<file path="src/rtl/pin_bank_pkg.sv">
package pin_bank_pkg;

    localparam logic [7:0] OFF_DRIVE  = 8'h00;
    localparam logic [7:0] OFF_DIR    = 8'h04;
    localparam logic [7:0] OFF_ENABLE = 8'h30;
    localparam logic [7:0] OFF_MASK   = 8'h34;
    localparam logic [7:0] OFF_KIND   = 8'h38;
    localparam logic [7:0] OFF_SENSE  = 8'h3C;
    localparam logic [7:0] OFF_MSTAT  = 8'h40;
    localparam logic [7:0] OFF_RSTAT  = 8'h44;
    localparam logic [7:0] OFF_ACK    = 8'h4C;
    localparam logic [7:0] OFF_LEVEL  = 8'h50;

    typedef enum logic {
        EV_IDLE = 1'b0,
        EV_HELD = 1'b1
    } ev_state_e;

endpackage

</file>
<file path="src/rtl/pin_bank_sync.sv">
module pin_bank_sync #(
    parameter int WIDTH  = 32,
    parameter int STAGES = 2
) (
    input  logic             clk,
    input  logic             rst_n,
    input  logic [WIDTH-1:0] async_in,
    output logic [WIDTH-1:0] lvl,
    output logic [WIDTH-1:0] lvl_prev
);

    logic [WIDTH-1:0] stg_q [STAGES];
    logic [WIDTH-1:0] prev_q;

    always_ff @(posedge clk or negedge rst_n) begin
        if (!rst_n) begin
            for (int k = 0; k < STAGES; k++) begin
                stg_q[k] <= '0;
            end
            prev_q <= '0;
        end else begin
            stg_q[0] <= async_in;
            for (int k = 1; k < STAGES; k++) begin
                stg_q[k] <= stg_q[k-1];
            end
            prev_q <= stg_q[STAGES-1];
        end
    end

    assign lvl      = stg_q[STAGES-1];
    assign lvl_prev = prev_q;

endmodule

</file>
<file path="src/rtl/pin_bank_trig.sv">
module pin_bank_trig
    import pin_bank_pkg::*;
(
    input  logic clk,
    input  logic rst_n,
    input  logic lvl,
    input  logic lvl_prev,
    input  logic en,
    input  logic kind_edge,
    input  logic sense,
    input  logic ack,
    output logic raw
);

    ev_state_e state_q, state_d;
    logic      hit;

    assign hit = kind_edge && en &&
                 (sense ? (lvl && !lvl_prev) : (!lvl && lvl_prev));

    always_comb begin
        state_d = state_q;
        unique case (state_q)
            EV_IDLE: begin
                if (hit) state_d = EV_HELD;
            end
            EV_HELD: begin
                if (!kind_edge)       state_d = EV_IDLE;
                else if (hit)         state_d = EV_HELD;
                else if (ack)         state_d = EV_IDLE;
            end
        endcase
    end

    always_ff @(posedge clk or negedge rst_n) begin
        if (!rst_n) state_q <= EV_IDLE;
        else        state_q <= state_d;
    end

    always_comb begin
        if (!en)            raw = 1'b0;
        else if (kind_edge) raw = (state_q == EV_HELD);
        else                raw = (lvl == sense);
    end


    edge_wins_chk: assert property (@(posedge clk) disable iff (!rst_n)
        hit |=> state_q == EV_HELD);


    ack_clears_chk: assert property (@(posedge clk) disable iff (!rst_n)
        (state_q == EV_HELD && kind_edge && ack && !hit) |=> state_q == EV_IDLE);


    disabled_quiet_chk: assert property (@(posedge clk) disable iff (!rst_n)
        !en |-> !raw);

endmodule

</file>
<file path="src/rtl/pin_bank_regs.sv">
module pin_bank_regs
    import pin_bank_pkg::*;
#(
    parameter int PINS   = 32,
    parameter int ADDR_W = 8
) (
    input  logic              clk,
    input  logic              rst_n,
    input  logic [ADDR_W-1:0] addr,
    input  logic              wr,
    input  logic [PINS-1:0]   wdata,
    input  logic [PINS-1:0]   raw_in,
    input  logic [PINS-1:0]   lvl_in,
    output logic [PINS-1:0]   rdata,
    output logic [PINS-1:0]   drive,
    output logic [PINS-1:0]   dir,
    output logic [PINS-1:0]   en,
    output logic [PINS-1:0]   mask,
    output logic [PINS-1:0]   kind,
    output logic [PINS-1:0]   sense,
    output logic [PINS-1:0]   ack,
    output logic [PINS-1:0]   masked
);

    localparam logic [ADDR_W-1:0] A_DRIVE  = ADDR_W'(OFF_DRIVE);
    localparam logic [ADDR_W-1:0] A_DIR    = ADDR_W'(OFF_DIR);
    localparam logic [ADDR_W-1:0] A_ENABLE = ADDR_W'(OFF_ENABLE);
    localparam logic [ADDR_W-1:0] A_MASK   = ADDR_W'(OFF_MASK);
    localparam logic [ADDR_W-1:0] A_KIND   = ADDR_W'(OFF_KIND);
    localparam logic [ADDR_W-1:0] A_SENSE  = ADDR_W'(OFF_SENSE);
    localparam logic [ADDR_W-1:0] A_MSTAT  = ADDR_W'(OFF_MSTAT);
    localparam logic [ADDR_W-1:0] A_RSTAT  = ADDR_W'(OFF_RSTAT);
    localparam logic [ADDR_W-1:0] A_ACK    = ADDR_W'(OFF_ACK);
    localparam logic [ADDR_W-1:0] A_LEVEL  = ADDR_W'(OFF_LEVEL);

    logic [PINS-1:0] drive_q, dir_q, en_q, mask_q, kind_q, sense_q;

    always_ff @(posedge clk or negedge rst_n) begin
        if (!rst_n) begin
            drive_q <= '0;
            dir_q   <= '0;
            en_q    <= '0;
            mask_q  <= '1;
            kind_q  <= '0;
            sense_q <= '0;
        end else if (wr) begin
            case (addr)
                A_DRIVE:  drive_q <= wdata;
                A_DIR:    dir_q   <= wdata;
                A_ENABLE: en_q    <= wdata;
                A_MASK:   mask_q  <= wdata;
                A_KIND:   kind_q  <= wdata;
                A_SENSE:  sense_q <= wdata;
                default:  ;
            endcase
        end
    end

    assign ack    = (wr && addr == A_ACK) ? wdata : '0;
    assign masked = raw_in & ~mask_q;

    always_comb begin
        case (addr)
            A_DRIVE:  rdata = drive_q;
            A_DIR:    rdata = dir_q;
            A_ENABLE: rdata = en_q;
            A_MASK:   rdata = mask_q;
            A_KIND:   rdata = kind_q;
            A_SENSE:  rdata = sense_q;
            A_MSTAT:  rdata = masked;
            A_RSTAT:  rdata = raw_in;
            A_LEVEL:  rdata = lvl_in;
            default:  rdata = '0;
        endcase
    end

    assign drive = drive_q;
    assign dir   = dir_q;
    assign en    = en_q;
    assign mask  = mask_q;
    assign kind  = kind_q;
    assign sense = sense_q;


    drive_write_chk: assert property (@(posedge clk) disable iff (!rst_n)
        (wr && addr == A_DRIVE) |=> drive_q == $past(wdata));


    status_write_ignored_chk: assert property (@(posedge clk) disable iff (!rst_n)
        (wr && (addr == A_MSTAT || addr == A_RSTAT || addr == A_LEVEL)) |=>
        ($stable(drive_q) && $stable(dir_q) && $stable(en_q) &&
         $stable(mask_q) && $stable(kind_q) && $stable(sense_q)));

endmodule

</file>
<file path="src/rtl/pin_bank_irq.sv">
module pin_bank_irq
    import pin_bank_pkg::*;
#(
    parameter int PINS   = 32,
    parameter int ADDR_W = 8,
    parameter int STAGES = 2
) (
    input  logic              clk,
    input  logic              rst_n,
    input  logic [ADDR_W-1:0] reg_addr,
    input  logic              reg_wr,
    input  logic [PINS-1:0]   reg_wdata,
    output logic [PINS-1:0]   reg_rdata,
    input  logic [PINS-1:0]   pin_in,
    output logic [PINS-1:0]   pin_out,
    output logic [PINS-1:0]   pin_oe,
    output logic              irq
);

    logic [PINS-1:0] lvl, lvl_prev, raw, masked;
    logic [PINS-1:0] en, mask, kind, sense, ack;

    pin_bank_sync #(.WIDTH(PINS), .STAGES(STAGES)) u_sync (
        .clk      (clk),
        .rst_n    (rst_n),
        .async_in (pin_in),
        .lvl      (lvl),
        .lvl_prev (lvl_prev)
    );

    pin_bank_regs #(.PINS(PINS), .ADDR_W(ADDR_W)) u_regs (
        .clk    (clk),
        .rst_n  (rst_n),
        .addr   (reg_addr),
        .wr     (reg_wr),
        .wdata  (reg_wdata),
        .raw_in (raw),
        .lvl_in (lvl),
        .rdata  (reg_rdata),
        .drive  (pin_out),
        .dir    (pin_oe),
        .en     (en),
        .mask   (mask),
        .kind   (kind),
        .sense  (sense),
        .ack    (ack),
        .masked (masked)
    );

    for (genvar g = 0; g < PINS; g++) begin : g_pin
        pin_bank_trig u_trig (
            .clk       (clk),
            .rst_n     (rst_n),
            .lvl       (lvl[g]),
            .lvl_prev  (lvl_prev[g]),
            .en        (en[g]),
            .kind_edge (kind[g]),
            .sense     (sense[g]),
            .ack       (ack[g]),
            .raw       (raw[g])
        );
    end

    assign irq = |masked;


    irq_needs_unmasked_chk: assert property (@(posedge clk) disable iff (!rst_n)
        irq |-> (mask != '1));

endmodule

</file>
<file path="config.mk">
export PLATFORM = sky130hd
export DESIGN_NAME = pin_bank_irq
export DESIGN_NICKNAME = d
export VERILOG_FILES = /design/src/rtl/pin_bank_pkg.sv /design/src/rtl/pin_bank_sync.sv /design/src/rtl/pin_bank_trig.sv /design/src/rtl/pin_bank_regs.sv /design/src/rtl/pin_bank_irq.sv
export SDC_FILE = /design/constraint.sdc
export NUM_CORES = 1
export LEC_CHECK = 0
export ABC_CLOCK_PERIOD_IN_PS = 2000
export BUFFER_PORTS_ARGS = -buffer_cell sky130_fd_sc_hd__buf_2
export CAP_MARGIN = 40
export CORE_MARGIN = 4
export CORE_UTILIZATION = 45
export DETAILED_ROUTE_END_ITERATION = 10
export PLACE_DENSITY = 0.67
export SYNTH_ARGS = -nofsm -noshare
export SYNTH_HDL_FRONTEND = slang
export SYNTH_SLANG_ARGS = --single-unit
</file>
<file path="constraint.sdc">
create_clock -name clk -period 2 [get_ports clk]
set_input_delay 0.3 -clock clk [delete_from_list [all_inputs] [get_ports clk]]
set_output_delay 0.3 -clock clk [all_outputs]
set_load 0.05 [all_outputs]
</file>
## Yosys cells after proc, flatten, opt, wreduce, memory -nomap -nowiden

Index checks and enable logic that the tools add are counted.

| storage, ports and cells | value |
|---|---|
| bits in registers | 320 |
| output and inout port bits | 97 |
| bits of input ports | 75 |

| cells by class | value |
|---|---|
| bitwise operators | 34 |
| equal/unequal tests | 41 |
| mux-type cells | 258 |
| reductions and logical operators | 201 |

Operators by type and width:

| cell | number |
|---|---|
| $pmux 32 s9 | 1 |
| $mux 1 | 224 |
| $logic_and 1x1->1 | 129 |
| $logic_not 1->1 | 64 |
| $pmux 1 s2 | 32 |
| $and 32x32->32 | 1 |
| $eq 1x1->1 | 32 |
| $eq 8x6->1 const B | 4 |
| $eq 8x7->1 const B | 4 |
| $mux 32 | 1 |
| $not 1->1 | 32 |
| $not 32->32 | 1 |
| $reduce_or 32->1 | 1 |
| $reduce_and 2->1 | 6 |
| $eq 8x3->1 const B | 1 |
| $logic_not 8->1 | 1 |

## Logic depth before layout (Yosys ltp)

Gate-level depths: netlist (run 1).

| depth | value |
|---|---|
| word-level depth | 7 |
| mapped depth | 8 |

## By module

Synthesis (run 1) repeated with hierarchy kept, for this count alone.

| unflattened totals | value |
|---|---|
| cell total of the unflattened synthesis | 1243 |
| area total of the unflattened synthesis | 15566.2 um^2 |

Modules (own cells, without submodules):

| module | area each (um^2) | cells an instance | times used | sequential area each (um^2) |
|---|---|---|---|---|
| pin_bank_regs | 10166.0 | 816 | 1 | 4844.6 |
| pin_bank_trig | 83.8 | 9 | 32 | 25.0 |
| pin_bank_sync | 2642.5 | 128 | 1 | 2402.3 |
| pin_bank_irq | 75.1 | 11 | 1 | 0.0 |

## Least setup slack after synthesis (run 1)

No wires, ideal clock.

| timing | value |
|---|---|
| kind | input to output |
| start | in reg_addr[3] |
| end | out reg_rdata[8] |
| cell stages on the path | 5 |
| path buffers | 2 |
| data arrival time | 2248 ps |
| data required time | 1700 ps |
| path slack | -548 ps |
| cell sequence | buf_6 nor4_2 clkbuf_1 a22oi_1 o211ai_1 |

| on the way | value |
|---|---|
| word-level cells in the longest chain between the ends | 2 |
| elaborated cells between the ends (all ways) | 10 |
| those cells by class | eq/ne (8); mux (1); reduce/logical (1) |

RTL lines:

| what | line | RTL |
|---|---|---|
| start: declaration | pin_bank_irq.sv:10 | `input logic [ADDR_W-1:0] reg_addr,` |
| $eq 8x7->1, or another cell as far along | pin_bank_regs.sv:63 | `case (addr)` |
| $pmux 32 s9 * | pin_bank_regs.sv:63 |  |
| end: declaration | pin_bank_irq.sv:13 | `output logic [PINS-1:0] reg_rdata,` |

Mark *: on every way between the ends. The rest lies on a longest branch, timed or not.

## Worst setup path after layout (run 1)

| timing | value |
|---|---|
| start | reg u_sync.stg_q, in the netlist u_sync.lvl[24] |
| end | out irq |

| on the way | value |
|---|---|
| word-level cells in the longest chain between the ends | 5 |

RTL lines:

| what | line | RTL |
|---|---|---|
| start: declaration | pin_bank_sync.sv:12 | `logic [WIDTH-1:0] stg_q [STAGES];` |
| start signal: indexed assignment | pin_bank_sync.sv:24 | `stg_q[k] <= stg_q[k-1];` |
| $eq 1x1->1 | pin_bank_trig.sv:43 | `else raw = (lvl == sense);` |
| $mux 1 | pin_bank_trig.sv:42 | `else if (kind_edge) raw = (state_q == EV_HELD);` |
| $mux 1 | pin_bank_trig.sv:41 | `if (!en) raw = 1'b0;` |
| $and 32x32->32 | pin_bank_regs.sv:60 | `assign masked = raw_in & ~mask_q;` |
| $reduce_or 32->1 | pin_bank_irq.sv:64 | `assign irq = \|masked;` |
| end: declaration | pin_bank_irq.sv:17 | `output logic irq` |

Every way passes these cells.

==> metrics.txt, run 1 <==
Max clock buf depth 3; post-synthesis cell count ~1200; vias in the first global route 12414; first-pass iteration count of the detailed router 7; Hold Vio Cnt, Final 0; Cell Pwr Density ~740 nW/um^2; HP Class in -> reg; total track usage 0.260; DRC 0; R2R cell count 6; Leak Pwr just under 10 nW; met3 Usage GRT 0.0430; Post-Route WL 47200 um; Synth area leaders dfrtp_1 (49%), mux2_2 (9.6%), mux2_4 (6.4%); Seq/Total Area, Yosys 0.546; Slew @ Worst Pin 0.479 ns; YS warnings 0; Rows 66; total of max-cap violations 0; final instance area 20700 um^2; cell mode on critical path nand4_1; crit path max fanout 2; Net Count, Synth around 1300; TritonCTS Buffers 35; status finished, violations left; share of the synthesized area in the top cell type 0.489; layout cells sized above 1 0.484; worst skew pair latency 0.52 ns; Die Ht roughly 190 um; Max Clk Rate 369 MHz; global-route wire length before repair 72800 um; Worst Hold Launch reg_wdata[10]; violated checks setup timing; ys flop type dfrtp_1; Worst R2R Start u_sync.lvl[17]$_DFF_PN0_; ys async rst share 1.00; core area 32500 um^2; hold endpoint u_regs.en[10]$_DFFE_PN0P_; CP Launch Type register; critical path's slowest cell dfrtp_1; CTS tree built; Vias about 12000; initial DRC count around 1000; number of routed nets with antenna violations 0; Layout Skew just over 0.009 ns; WHS 0.114 ns; setup ws final -0.708 ns; port bufs around 170; Post-Syn Area between 10000 and 15000 um^2; Placed Area 17900 um^2; reg2reg setup slack 0.67 ns; synthesis-to-layout area growth 40.0%; global routing met1 resource utilization 0.361; met2 Track Usage GR 0.420; cell taking the most area after synthesis dfrtp_1; htree depth 2; hold path depth 2; mean post-synth cell area between 10 and 15 um^2; # setup viols final 33; Vias/cell 5.75; R2R Path End g_pin[17].u_trig.state_q$_DFF_PN0_; CP Cell Sequence xnor2_2, o211ai_1, nand4_1, nor4b_2, buf_4, nand4_1, buf_6; PnR Total Power 15.4 mW; global route hottest layer met2; Max VDD drop 0.638 mV; Root Driver clkbuf_16; Slew Viols, Final 0; leading cell types in the layout, fill and taps excluded dfrtp_1 (286), buf_4 (180), nand2_1 (136), buf_2 (129), mux2_2 (125); critical path capture point type primary output; nets 1712; most common cell after layout, fill and taps aside dfrtp_1; Initial Util 0.455; Remaining Overflow, GRT 0; Tcrit/Tclk final 1.35; GPL Wtd Cong 0.902; setup_tns -8.19 ns; initial antenna violation count 0; maximum number of pins on one net before global-route repair 58; register clock-pin slew on the reported worst setup and hold paths 0.06 ns; number of synthesized flops with an enable pin 0; post-layout minimum cycle time 2.71 ns; WP data arrival 2.41 ns; Sink Count between 300 and 400; pre-CTS WS -0.429 ns; CP peak stage delay 0.42 ns; Netlist cell types 59; DR WL/cell 22.4 um; io pins 172; full die area between 30000 and 40000 um^2; Die Width 189 um; RSZ-0062 raised after global routing yes; Setup CP Type reg -> out; flops & latches, synth between 300 and 400; worst relative slew slack 0.681; CP Data Required Time 1.70 ns; HPWL Detailed about 30000 um; antenna diode count 0
[worst max-delay path, delay by kind of cell (launching register included)]
family                    cells  cell delay [ns]
xor gates and xnor gates      1             0.16
AOI/OAI and AO/OA             1             0.27
DFF                           1             0.42
and+or+nand+nor               3             0.64
buffers and inverters         2             0.39
[layout make-up]
cell class / count / area [um^2]
multi-input cells: 829 / 6950
fillers: 2382 / 11800
clock inverters: 8 / 105
well taps: 442 / 553
flip-flops and latches: 320 / 8050
repair buffers: 444 / 3890
clock buffers: 56 / 1080
inverters: 7 / 26.3
[routing by layer]
| metal | part of all wire | vias up |
|---|---|---|
| li1 | - | 5338 |
| met1 | 0.42 | 6132 |
| met2 | 0.47 | 528 |
| met3 | 0.075 | 108 |
| met4 | 0.030 | 0 |
| met5 | 0 | - |
[worst max-delay path by stage]
stage                    to  cells past startpoint                         startpoint
2_1_floorplan  reg_rdata[8]                      5                        reg_addr[3]
3_3_place_gp   reg_rdata[8]                      9                        reg_addr[7]
3_5_place_dp   reg_rdata[8]                      9                        reg_addr[7]
4_1_cts                 irq                      8  g_pin[2].u_trig.state_q$_DFF_PN0_
5_1_grt                 irq                      7           u_sync.lvl[24]$_DFF_PN0_
6_report                irq                      7           u_sync.lvl[24]$_DFF_PN0_
[synthesized netlist by cell type, types with 2 or more instances]
master / instances
dfrtp_1: 288
nand2_1: 141
mux2_2: 126
a22oi_1: 98
o21ai_0: 73
mux2_4: 63
nor2b_1: 50
nor2_1: 41
dfstp_2: 32
clkbuf_1: 24
xnor2_1: 24
o2111ai_1: 21
nand2b_1: 20
o211ai_1: 17
o22ai_1: 17
buf_2: 16
a211o_1: 14
nand3_1: 14
buf_6: 13
nand4_1: 13
mux2i_1: 12
a222oi_1: 11
xor2_1: 8
inv_1: 7
a32oi_1: 5
a21oi_1: 4
a221oi_1: 4
a31oi_1: 4
and3_1: 4
mux2_1: 4
nand2_2: 4
a22o_1: 3
nor3b_1: 3
and2_1: 2
buf_1: 2
nand3b_1: 2
nor2_4: 2
nor4_1: 2
nor4b_1: 2
or4_1: 2
[through the flow]
stage	util	instances
final	0.636	2106
after global routing	0.636	2106
after CTS	0.630	2100
after detailed placement	0.552	1977
after global placement	0.552	1977
after floorplan	-	1211
[timing repair]
item / in CTS / in global routing
hold buffers: 33 / 0
endpoints found under the setup margin: 33 / 33
endpoints found under the hold margin: 69 / 0
setup buffers: 26 / 14
gates cloned: 5 / 1
gates resized for setup: 197 / 48
pin swaps: 82 / 43
[cells by family after synthesis]
group,Yosys count,synth area share
AO/OA/AOI/OAI,274,0.130
multiplexers,205,0.172
buffers and inverters,63,0.0243
XOR/XNOR,32,0.0190
flip-flops,320,0.546
AND/OR/NAND/NOR,317,0.109
[power breakdown]
part / total (mW) / switching (mW) / internal, mW
clock: 6.60 / 2.64 / 3.96
sequential: 7.04 / 0.253 / 6.79
combinational: 1.74 / 0.967 / 0.772
total: 15.4 / 3.86 / 11.5
(Power assumes the default switching activity.)
==> run 2: changes to the inputs <==
- CTS_BUF_LIST: default -> sky130_fd_sc_hd__clkbuf_16
==> metrics.txt, run 2 (synthesized netlist as in run 1, its figures left out) <==
final instance area 20600 um^2 (was 20700 um^2); # setup viols final 33 (unchanged); total track usage 0.260 (about the same); Tcrit/Tclk final 1.35 (about the same); global route hottest layer met2 (unchanged); Cell Pwr Density 727 nW/um^2 (was 745 nW/um^2); Slew Viols, Final 0 (unchanged); global routing met1 resource utilization 0.363 (was 0.361); Root Driver clkbuf_16 (unchanged); TritonCTS Buffers 35 (unchanged); io pins 172 (unchanged); core area 32500 um^2 (unchanged); critical path capture point type primary output (unchanged); RSZ-0062 raised after global routing yes (unchanged); Placed Area 17900 um^2 (unchanged); leading cell types in the layout, fill and taps excluded dfrtp_1 (286), buf_4 (186), nand2_1 (136), buf_2 (129), mux2_2 (125) (was dfrtp_1 (286), buf_4 (180), nand2_1 (136), buf_2 (129), mux2_2 (125)); hold endpoint u_regs.en[10]$_DFFE_PN0P_ (unchanged); Die Width 189 um (unchanged); HP Class in -> reg (unchanged); Leak Pwr 9.76 nW (was 9.78 nW); global-route wire length before repair 73000 um (was 72800 um); Slew @ Worst Pin 0.486 ns (was 0.479 ns); Initial Util 0.455 (unchanged); R2R cell count 7 (was 6); Max Clk Rate 371 MHz (was 369 MHz); R2R Path End g_pin[9].u_trig.state_q$_DFF_PN0_ (was g_pin[17].u_trig.state_q$_DFF_PN0_); GPL Wtd Cong 0.902 (unchanged); most common cell after layout, fill and taps aside dfrtp_1 (unchanged); violated checks setup timing (unchanged); fill count 2389 (was 2382); nets 1718 (was 1712); DR WL/cell 22.4 um (about the same); initial DRC count 1179 (was 1033); layout cells sized above 1 0.474 (was 0.484); worst relative slew slack 0.676 (was 0.681); Top delay family on crit path simple AND/OR/NAND/NOR gates (unchanged); status finished, violations left (unchanged); multi-input logic area 6910 um^2 (was 6950 um^2); setup ws final -0.694 ns (was -0.708 ns); first-pass iteration count of the detailed router 7 (unchanged); WHS 0.115 ns (was 0.114 ns); CP Launch Type register (unchanged); number of routed nets with antenna violations 0 (unchanged); full die area 35700 um^2 (unchanged); total of max-cap violations 0 (unchanged); Post-Route WL 47300 um (was 47200 um); DRC 0 (unchanged); synthesis-to-layout area growth 39.4% (was 40.0%); Max clock buf depth 3 (unchanged); sum of buffers and inverters on the critical path 2 (unchanged); Max VDD drop 0.678 mV (was 0.638 mV); CP Data Required Time 1.70 ns (about the same); initial antenna violation count 0 (unchanged); FF+latch area 8050 um^2 (unchanged); critical path's slowest cell dfrtp_1 (unchanged); maximum number of pins on one net before global-route repair 58 (unchanged); CP Cell Sequence xnor2_2, o211ai_1, nand4_1, nor4b_2, buf_4, nand4_1, buf_6 (unchanged); Remaining Overflow, GRT 0 (unchanged); Setup CP Type reg -> out (unchanged); reg2reg setup slack 0.75 ns (was 0.67 ns); htree depth 2 (unchanged); Die Ht 189 um (unchanged); port bufs 171 (unchanged); WP data arrival 2.39 ns (was 2.41 ns); Vias 12097 (was 12106); CTS tree built (unchanged); Worst R2R Start u_sync.lvl[9]$_DFF_PN0_ (was u_sync.lvl[17]$_DFF_PN0_); cell mode on critical path nand4_1 (unchanged); antenna diode count 0 (unchanged); Sink Count 320 (unchanged); worst skew pair latency 0.52 ns (about the same); Hold Vio Cnt, Final 0 (unchanged); HPWL Detailed 30600 um (unchanged); crit path max fanout 2 (unchanged); met2 Track Usage GR 0.422 (was 0.420); Rows 66 (unchanged); post-layout minimum cycle time 2.69 ns (was 2.71 ns); met3 Usage GRT 0.0448 (was 0.0430); Vias/cell 5.73 (was 5.75); register clock-pin slew on the reported worst setup and hold paths 0.06 ns (about the same); hold path depth 2 (unchanged); Worst Hold Launch reg_wdata[10] (unchanged); vias in the first global route 12433 (was 12414); CP peak stage delay 0.42 ns (about the same); Layout Skew 0.0122 ns (was 0.00914 ns)
run 2: where the power goes:
| part | total, mW | internal (mW) | switching, mW |
|---|---|---|---|
| registers | 7.04 | 6.79 | 0.253 |
| clock network | 6.16 | 3.52 | 2.63 |
| logic | 1.75 | 0.778 | 0.971 |
run 2: layout make-up:
type                            count  area share
Tap cell                          442      0.0269
Clock buffer                       36      0.0438
Multi-Input combinational cell    829       0.336
Inverter                            7     0.00128
Timing Repair Buffer              450       0.192
Sequential cell                   320       0.391
Clock inverter                     28     0.00876
run 2: how the worst max path moves through the flow:
stage,start,to,slack (ns),cells after the start
finish,u_sync.lvl[24]$_DFF_PN0_,irq,-0.69,7
global route,u_sync.lvl[24]$_DFF_PN0_,irq,-0.80,7
CTS,g_pin[2].u_trig.state_q$_DFF_PN0_,irq,-0.72,8
detailed placement,reg_addr[7],reg_rdata[8],-0.43,9
global placement,reg_addr[7],reg_rdata[8],-0.42,9
floorplan,reg_addr[3],reg_rdata[8],-0.25,5
run 2: through the flow:
stage	worst slack, ns	std cells	util	total power, mW	setup TNS, ns
2_1_floorplan	-0.255	1211	-	7.85	-2.63
3_3_place_gp	-0.420	1977	0.552	8.65	-51.73
3_5_place_dp	-0.429	1977	0.552	8.68	-58.26
4_1_cts	-0.716	2107	0.630	15.0	-7.79
5_1_grt	-0.804	2112	0.634	15.5	-9.78
6_report	-0.694	2112	0.634	14.9	-7.88
run 2: timing repair:
| item | 4_1_cts | 5_1_grt |
|---|---|---|
| cloned | 5 | 0 |
| endpoints found under the hold margin | 69 | 0 |
| pin swaps | 92 | 47 |
| setup buffers | 33 | 14 |
| resized for setup | 191 | 40 |
| hold buffers | 33 | 0 |
| setup endpoints to repair | 33 | 33 |
run 2: routing by layer:
| metal | part of all wire | routed length, um | up-vias |
|---|---|---|---|
| li1 | - | - | 5351 |
| met3 | 0.078 | 3690 | 99 |
| met4 | 0.027 | 1290 | 0 |
| met1 | 0.42 | 19800 | 6083 |
| met2 | 0.47 | 22500 | 564 |
| met5 | 0 | 0 | - |
